## src/rtl/fifo_req_pkg.sv

```systemverilog
package fifo_req_pkg;
  localparam int NUM_CMP = 6;

  typedef enum logic [1:0] {
    ADDR_DEPTH  = 2'd0,
    ADDR_ENABLE = 2'd1,
    ADDR_STATUS = 2'd2
  } reg_addr_e;
endpackage

```

## src/rtl/req_fifo.sv

```systemverilog
module req_fifo #(
  parameter int WIDTH = 32,
  parameter int DEPTH = 8,
  parameter int LW    = 4
) (
  input  logic             clk,
  input  logic             rst_n,
  input  logic             in_valid,
  output logic             in_ready,
  input  logic [WIDTH-1:0] in_data,
  output logic             out_valid,
  input  logic             out_ready,
  output logic [WIDTH-1:0] out_data,
  output logic [LW-1:0]    level,
  output logic             ovf,
  output logic             unf
);
  localparam int PW = (DEPTH > 1) ? $clog2(DEPTH) : 1;

  logic [WIDTH-1:0] mem [DEPTH];
  logic [PW-1:0]    wr_ptr, rd_ptr;
  logic             full, empty, push, pop;

  assign full      = (level == LW'(DEPTH));
  assign empty     = (level == '0);
  assign in_ready  = !full;
  assign out_valid = !empty;
  assign push      = in_valid && !full;
  assign pop       = out_ready && !empty;
  assign out_data  = mem[rd_ptr];

  function automatic logic [PW-1:0] bump(input logic [PW-1:0] p);
    return (p == PW'(DEPTH - 1)) ? '0 : p + 1'b1;
  endfunction

  always_ff @(posedge clk) begin
    if (push) mem[wr_ptr] <= in_data;
  end

  always_ff @(posedge clk or negedge rst_n) begin
    if (!rst_n) begin
      wr_ptr <= '0;
      rd_ptr <= '0;
      level  <= '0;
      ovf    <= 1'b0;
      unf    <= 1'b0;
    end else begin
      if (push) wr_ptr <= bump(wr_ptr);
      if (pop)  rd_ptr <= bump(rd_ptr);
      case ({push, pop})
        2'b10:   level <= level + 1'b1;
        2'b01:   level <= level - 1'b1;
        default: level <= level;
      endcase
      ovf <= ovf | (in_valid && full);
      unf <= unf | (out_ready && empty);
    end
  end
endmodule

```

## src/rtl/thresh_cmp.sv

```systemverilog
module thresh_cmp #(
  parameter int LW    = 4,
  parameter bit IS_TX = 1'b1
) (
  input  logic [LW-1:0] level,
  input  logic [LW-1:0] depth,
  output logic          hit
);
  generate
    if (IS_TX) begin : g_room
      assign hit = (depth >= level);
    end else begin : g_data
      assign hit = (depth <= level);
    end
  endgenerate
endmodule

```

## src/rtl/req_gate.sv

```systemverilog
module req_gate #(
  parameter int NCMP = 6
) (
  input  logic            clk,
  input  logic            rst_n,
  input  logic [NCMP-1:0] hit,
  input  logic [NCMP-1:0] en,
  output logic [NCMP/2-1:0] req,
  output logic [NCMP/2-1:0] raw
);
  localparam int NGRP = NCMP / 2;

  logic [NCMP-1:0] hit_q;
  logic [NGRP-1:0] req_d;

  generate
    for (genvar k = 0; k < NGRP; k++) begin : g_grp
      assign req_d[k] = |(hit[2*k +: 2] & en[2*k +: 2]);
      assign raw[k]   = |hit_q[2*k +: 2];
    end
  endgenerate

  always_ff @(posedge clk or negedge rst_n) begin
    if (!rst_n) begin
      hit_q <= '0;
      req   <= '0;
    end else begin
      hit_q <= hit;
      req   <= req_d;
    end
  end
endmodule

```

## src/rtl/fifo_level_req.sv

```systemverilog
module fifo_level_req
  import fifo_req_pkg::*;
#(
  parameter int WIDTH = 32,
  parameter int DEPTH = 8
) (
  input  logic                              clk,
  input  logic                              rst_n,
  input  logic                              tx_in_valid,
  output logic                              tx_in_ready,
  input  logic [WIDTH-1:0]                  tx_in_data,
  output logic                              tx_out_valid,
  input  logic                              tx_out_ready,
  output logic [WIDTH-1:0]                  tx_out_data,
  input  logic                              rx_in_valid,
  output logic                              rx_in_ready,
  input  logic [WIDTH-1:0]                  rx_in_data,
  output logic                              rx_out_valid,
  input  logic                              rx_out_ready,
  output logic [WIDTH-1:0]                  rx_out_data,
  input  logic                              reg_wr_en,
  input  logic [1:0]                        reg_addr,
  input  logic [6*$clog2(DEPTH+1)-1:0]      reg_wdata,
  output logic [31:0]                       reg_rdata,
  output logic [1:0]                        dma_req,
  output logic                              irq
);
  localparam int LW     = $clog2(DEPTH + 1);
  localparam int DW     = NUM_CMP * LW;
  localparam int ST_TXL = 4;
  localparam int ST_RXL = ST_TXL + LW;
  localparam int ST_FLG = ST_RXL + LW;

  logic [LW-1:0]      tx_level, rx_level;
  logic               tx_ovf, tx_unf, rx_ovf, rx_unf;
  logic [DW-1:0]      depth_q;
  logic [NUM_CMP-1:0] en_q;
  logic [NUM_CMP-1:0] hit;
  logic [2:0]         req, raw;

  req_fifo #(.WIDTH(WIDTH), .DEPTH(DEPTH), .LW(LW)) u_tx_fifo (
    .clk(clk), .rst_n(rst_n),
    .in_valid(tx_in_valid), .in_ready(tx_in_ready), .in_data(tx_in_data),
    .out_valid(tx_out_valid), .out_ready(tx_out_ready), .out_data(tx_out_data),
    .level(tx_level), .ovf(tx_ovf), .unf(tx_unf)
  );

  req_fifo #(.WIDTH(WIDTH), .DEPTH(DEPTH), .LW(LW)) u_rx_fifo (
    .clk(clk), .rst_n(rst_n),
    .in_valid(rx_in_valid), .in_ready(rx_in_ready), .in_data(rx_in_data),
    .out_valid(rx_out_valid), .out_ready(rx_out_ready), .out_data(rx_out_data),
    .level(rx_level), .ovf(rx_ovf), .unf(rx_unf)
  );

  generate
    for (genvar i = 0; i < NUM_CMP; i++) begin : g_cmp
      thresh_cmp #(.LW(LW), .IS_TX((i % 2) == 0)) u_cmp (
        .level(((i % 2) == 0) ? tx_level : rx_level),
        .depth(depth_q[i*LW +: LW]),
        .hit(hit[i])
      );
    end
  endgenerate

  req_gate #(.NCMP(NUM_CMP)) u_gate (
    .clk(clk), .rst_n(rst_n), .hit(hit), .en(en_q), .req(req), .raw(raw)
  );

  assign dma_req = req[1:0];
  assign irq     = req[2];

  always_ff @(posedge clk or negedge rst_n) begin
    if (!rst_n) begin
      depth_q <= '0;
      en_q    <= '0;
    end else if (reg_wr_en) begin
      if (reg_addr == ADDR_DEPTH)  depth_q <= reg_wdata[DW-1:0];
      if (reg_addr == ADDR_ENABLE) en_q    <= reg_wdata[NUM_CMP-1:0];
    end
  end

  always_comb begin
    reg_rdata = '0;
    case (reg_addr)
      ADDR_DEPTH:  reg_rdata[DW-1:0]      = depth_q;
      ADDR_ENABLE: reg_rdata[NUM_CMP-1:0] = en_q;
      ADDR_STATUS: begin
        reg_rdata[2:0]            = raw;
        reg_rdata[ST_TXL +: LW]   = tx_level;
        reg_rdata[ST_RXL +: LW]   = rx_level;
        reg_rdata[ST_FLG +: 4]    = {rx_unf, rx_ovf, tx_unf, tx_ovf};
      end
      default: reg_rdata = '0;
    endcase
  end
endmodule

```

## config.mk

```make
export PLATFORM = sky130hd
export DESIGN_NAME = fifo_level_req
export DESIGN_NICKNAME = d
export VERILOG_FILES = /design/src/rtl/fifo_req_pkg.sv /design/src/rtl/req_fifo.sv /design/src/rtl/thresh_cmp.sv /design/src/rtl/req_gate.sv /design/src/rtl/fifo_level_req.sv
export SDC_FILE = /design/constraint.sdc
export NUM_CORES = 1
export LEC_CHECK = 0
export ABC_AREA = 1
export ABC_CLOCK_PERIOD_IN_PS = 2670
export BUFFER_PORTS_ARGS = -buffer_cell sky130_fd_sc_hd__buf_2
export CAP_MARGIN = 20
export CORE_MARGIN = 2
export CORE_UTILIZATION = 40
export DETAILED_ROUTE_END_ITERATION = 8
export GPL_TIMING_DRIVEN = 0
export PLACE_DENSITY = 0.68
export SLEW_MARGIN = 10
export SYNTH_ARGS = -nofsm -noshare
export SYNTH_HDL_FRONTEND = slang
export SYNTH_SLANG_ARGS = --single-unit
```

## constraint.sdc

```tcl
create_clock -name clk -period 2.67 [get_ports clk]
set_input_delay 0.1335 -clock clk [delete_from_list [all_inputs] [get_ports clk]]
set_output_delay 0.1335 -clock clk [all_outputs]
set_load 0.03 [all_outputs]
```

==> results.sh <==
export IMPL_status="finished clean"
export IMPL_end_kind="output pin"
export IMPL_grt_overflow_total=0
export IMPL_antenna_found_initial=6
export IMPL_worstSetupPathType="reg2out"
export IMPL_finalCritPeriodShare_pct=95.4
export IMPL_rows=89
export IMPL_ys_ff_latch=575
export IMPL_power_leakage_nw=11.0
export IMPL_grt_pass1_vias=16700
export IMPL_ir_worst_vdd_mv=0.793
export IMPL_netlist_area_leader_share_pct=65.1
export IMPL_worstPathArrival_ps=2410
export IMPL_layout_drive_gt1_share_pct=16.6
export IMPL_io_pins=200
export IMPL_routed_via_count=16500
export IMPL_grt_total_usage_pct=19.3
export IMPL_wl_per_cell_um=18.7
export IMPL_die_width_um=247
export IMPL_syn2layout_area_growth_pct=22.7
export IMPL_synthesis_area_um2=23600
export IMPL_cp_start_kind="flip-flop"
export IMPL_grt_pass1_wl_um=91000
export IMPL_seq_area_frac_synth_pct=71.8
export IMPL_reg2regPathDepth=7
export IMPL_finalPower_w=0.0330
export IMPL_drt_iter0_drc=1348
export IMPL_ys_flop_type="edfxtp_1"
export IMPL_cts_sinks=575
export IMPL_core_area_um2=58700
export IMPL_die_h_um=247
export IMPL_fmax_mhz=392
export IMPL_cts_path_max_buffers=3
export IMPL_dp_hpwl_um=39300
export IMPL_rr_endpoint="u_tx_fifo.mem[6][10]"
export IMPL_dieArea_um2=61000
export IMPL_htreeDepth=2
export IMPL_slew_violations=0
export IMPL_yosys_area_top_type="edfxtp_1"
export IMPL_drc=0
export IMPL_min_period_ps=2550
export IMPL_post_cts_buffers=0
export IMPL_syn_inst=2012
export IMPL_routed_wl_um=59800
export IMPL_syn_avg_cell_area_um2=11.7
export IMPL_nFillCells=4970
export IMPL_numCtsBuffers=56
export IMPL_drtPass1Iterations=8
export IMPL_nets=2514
export IMPL_antenna_left=0
export IMPL_holdPathEnd="en_q[5]"
export IMPL_rsz0062_at_grt="true"
export IMPL_hold_viol_final=0
export IMPL_slew_limit_headroom_pct=43.1
export IMPL_synth_edff_count=512
export IMPL_max_cap_violations=0
export IMPL_grt_max_degree=64
export IMPL_hold_path_cell_count=6
export IMPL_rrSetupSlack_ps=190
export IMPL_power_density_nw_per_um2=1140
export IMPL_r2r_start="u_tx_fifo.level[0]"
export IMPL_ys_types=30
export IMPL_worst_pin_slew_ps=853
export IMPL_hold_path_class="in2reg"
export IMPL_root_buffer="clkbuf_16"
export IMPL_cts_tree="built"
export IMPL_gp_congestion=0.847
export IMPL_viasPerCell=5.14
export IMPL_synth_area_leaders="edfxtp_1 (65%), o21ai_0 (7.1%), nor2_1 (6.8%), dfrtp_1 (6.7%), nand2_1 (4.5%)"
export IMPL_yosysWarnings=0
export IMPL_start_util_pct=40.2
export IMPL_async_reset_ff_share_pct=11.0
export IMPL_clock_latency_ps=620
export IMPL_io_buffers=191
export IMPL_fin_hold_ws_ps=109
export IMPL_finClkSkew_ps=38.1
export IMPL_required_ps=2540
export IMPL_clk_pin_slew_worst_paths_ps=60
export IMPL_cp_max_fo=10
export IMPL_hp_start="reg_addr[0]"
export IMPL_setup_viol=0
per-layer routing:
metal  wire, µm  global-route usage, %  part of all wire, %
met1      23800                   24.1                   40
met2      30200                   33.9                   51
met3       4100                   3.09                  6.9
met4       1610                   6.77                  2.7
met5         27                      0                0.045
metrics by stage:
step / worst slack (ps) / utilization (%) / TNS (ps) / area, µm² / instances
CTS: 3.17 / 49.3 / 0 / 29000 / 3200
detailed placement: 122 / 44.4 / 0 / 26100 / 2999
global route: -31.1 / 49.4 / -31.1 / 29000 / 3204
global placement: -1610 / 43.6 / -720520 / 25600 / 2983
finish: 122 / 49.4 / 0 / 29000 / 3204
floorplan: -177 / - / -89710 / 23600 / 2019
cells in the final DEF (no fill, tap or decap), types with 57 or more instances in the layout:
| cell | n |
|---|---|
| edfxtp_1 | 512 |
| nor2_1 | 413 |
| o21ai_0 | 332 |
| nand2_1 | 285 |
| buf_2 | 216 |
| o21ai_1 | 97 |
| dlygate4sd3_1 | 96 |
| inv_1 | 67 |
| dfrtp_1 | 61 |
| clkbuf_16 | 57 |
power breakdown:
part           switching, W  internal, W  total [W]
combinational       0.00932      0.00385     0.0132
sequential         0.000496       0.0113     0.0118
clock               0.00338      0.00469    0.00807
area by class of cell:
type / instances / area [µm²] / area share [%]
Tap cell: 773 / 967 / 3.34
Clock inverter: 40 / 433 / 1.49
Antenna cell: 4 / 10.0 / 0.0345
Inverter: 69 / 259 / 0.893
Sequential cell: 575 / 17000 / 58.5
Clock buffer: 66 / 1460 / 5.04
Multi-Input combinational cell: 1262 / 5930 / 20.4
Buffer: 112 / 664 / 2.29
Timing Repair Buffer: 303 / 2310 / 7.98
worst max-delay path, cell delays in order, from the launching register on:
cell     delay (ps)
dfrtp_2         490
inv_2           110
buf_4           180
buf_2           280
nor2_1           70
o21ai_0         270
nand2_1         100
nand2_1         100
buf_2           200
cells in the mapped netlist, types with 2 or more instances:
cell type	n
a21oi_1	24
buf_1	9
buf_2	28
buf_4	21
buf_6	8
buf_8	2
clkbuf_1	39
clkbuf_2	6
dfrtp_1	63
edfxtp_1	512
ha_1	38
inv_1	67
inv_2	2
mux2_2	7
nand2_1	285
nand3_1	16
nand3_2	2
nand4_1	3
nor2_1	430
o211ai_1	3
o21ai_0	335
o21ai_1	94
o21bai_1	3
o22ai_1	4
or2_1	2
xnor2_1	4
xor2_1	2
kinds of logic (layout without fill, tap and decap cells):
family,after synthesis,after routing,share of synthesized area [%]
AND/OR/NAND/NOR,739,739,11.9
flip-flops,575,575,71.8
AO/OA/AOI/OAI,464,464,9.93
buffers and inverters,182,590,3.76
adder cells (fa/ha/maj),38,38,2.01
multiplexers,7,7,0.334
XOR/XNOR,6,6,0.223
other,1,12,0.0159
worst max-delay path by stage:
stage	startpoint	endpoint	cells after the start
finish	u_tx_fifo.rd_ptr[0]	tx_out_data[12]	8
global placement	u_tx_fifo.level[0]	u_tx_fifo.mem[7][16]	6
floorplan	u_rx_fifo.level[0]	u_rx_fifo.mem[1][0]	6
global route	u_tx_fifo.level[2]	u_tx_fifo.level[2]	12
detailed placement	u_tx_fifo.level[0]	u_tx_fifo.mem[6][16]	7
CTS	u_rx_fifo.rd_ptr[1]	rx_out_data[0]	7
what timing repair did:
action / 4_1_cts / 5_1_grt
endpoints found under the setup margin: 32 / 68
gates resized for setup: 13 / 24
endpoints found under the hold margin: 613 / 0
gates cloned: 0 / 0
hold buffers: 96 / 0
registers in the layout, indices dropped and copies added, names as in the netlist, 4 cells and up:
register	cells
en_q	6
u_tx_fifo.level	4
depth_q	24
u_rx_fifo.level	4
u_rx_fifo.mem	256
u_gate.hit_q	6
u_tx_fifo.mem	256
No activity file was read; power rests on OpenSTA's default activity.
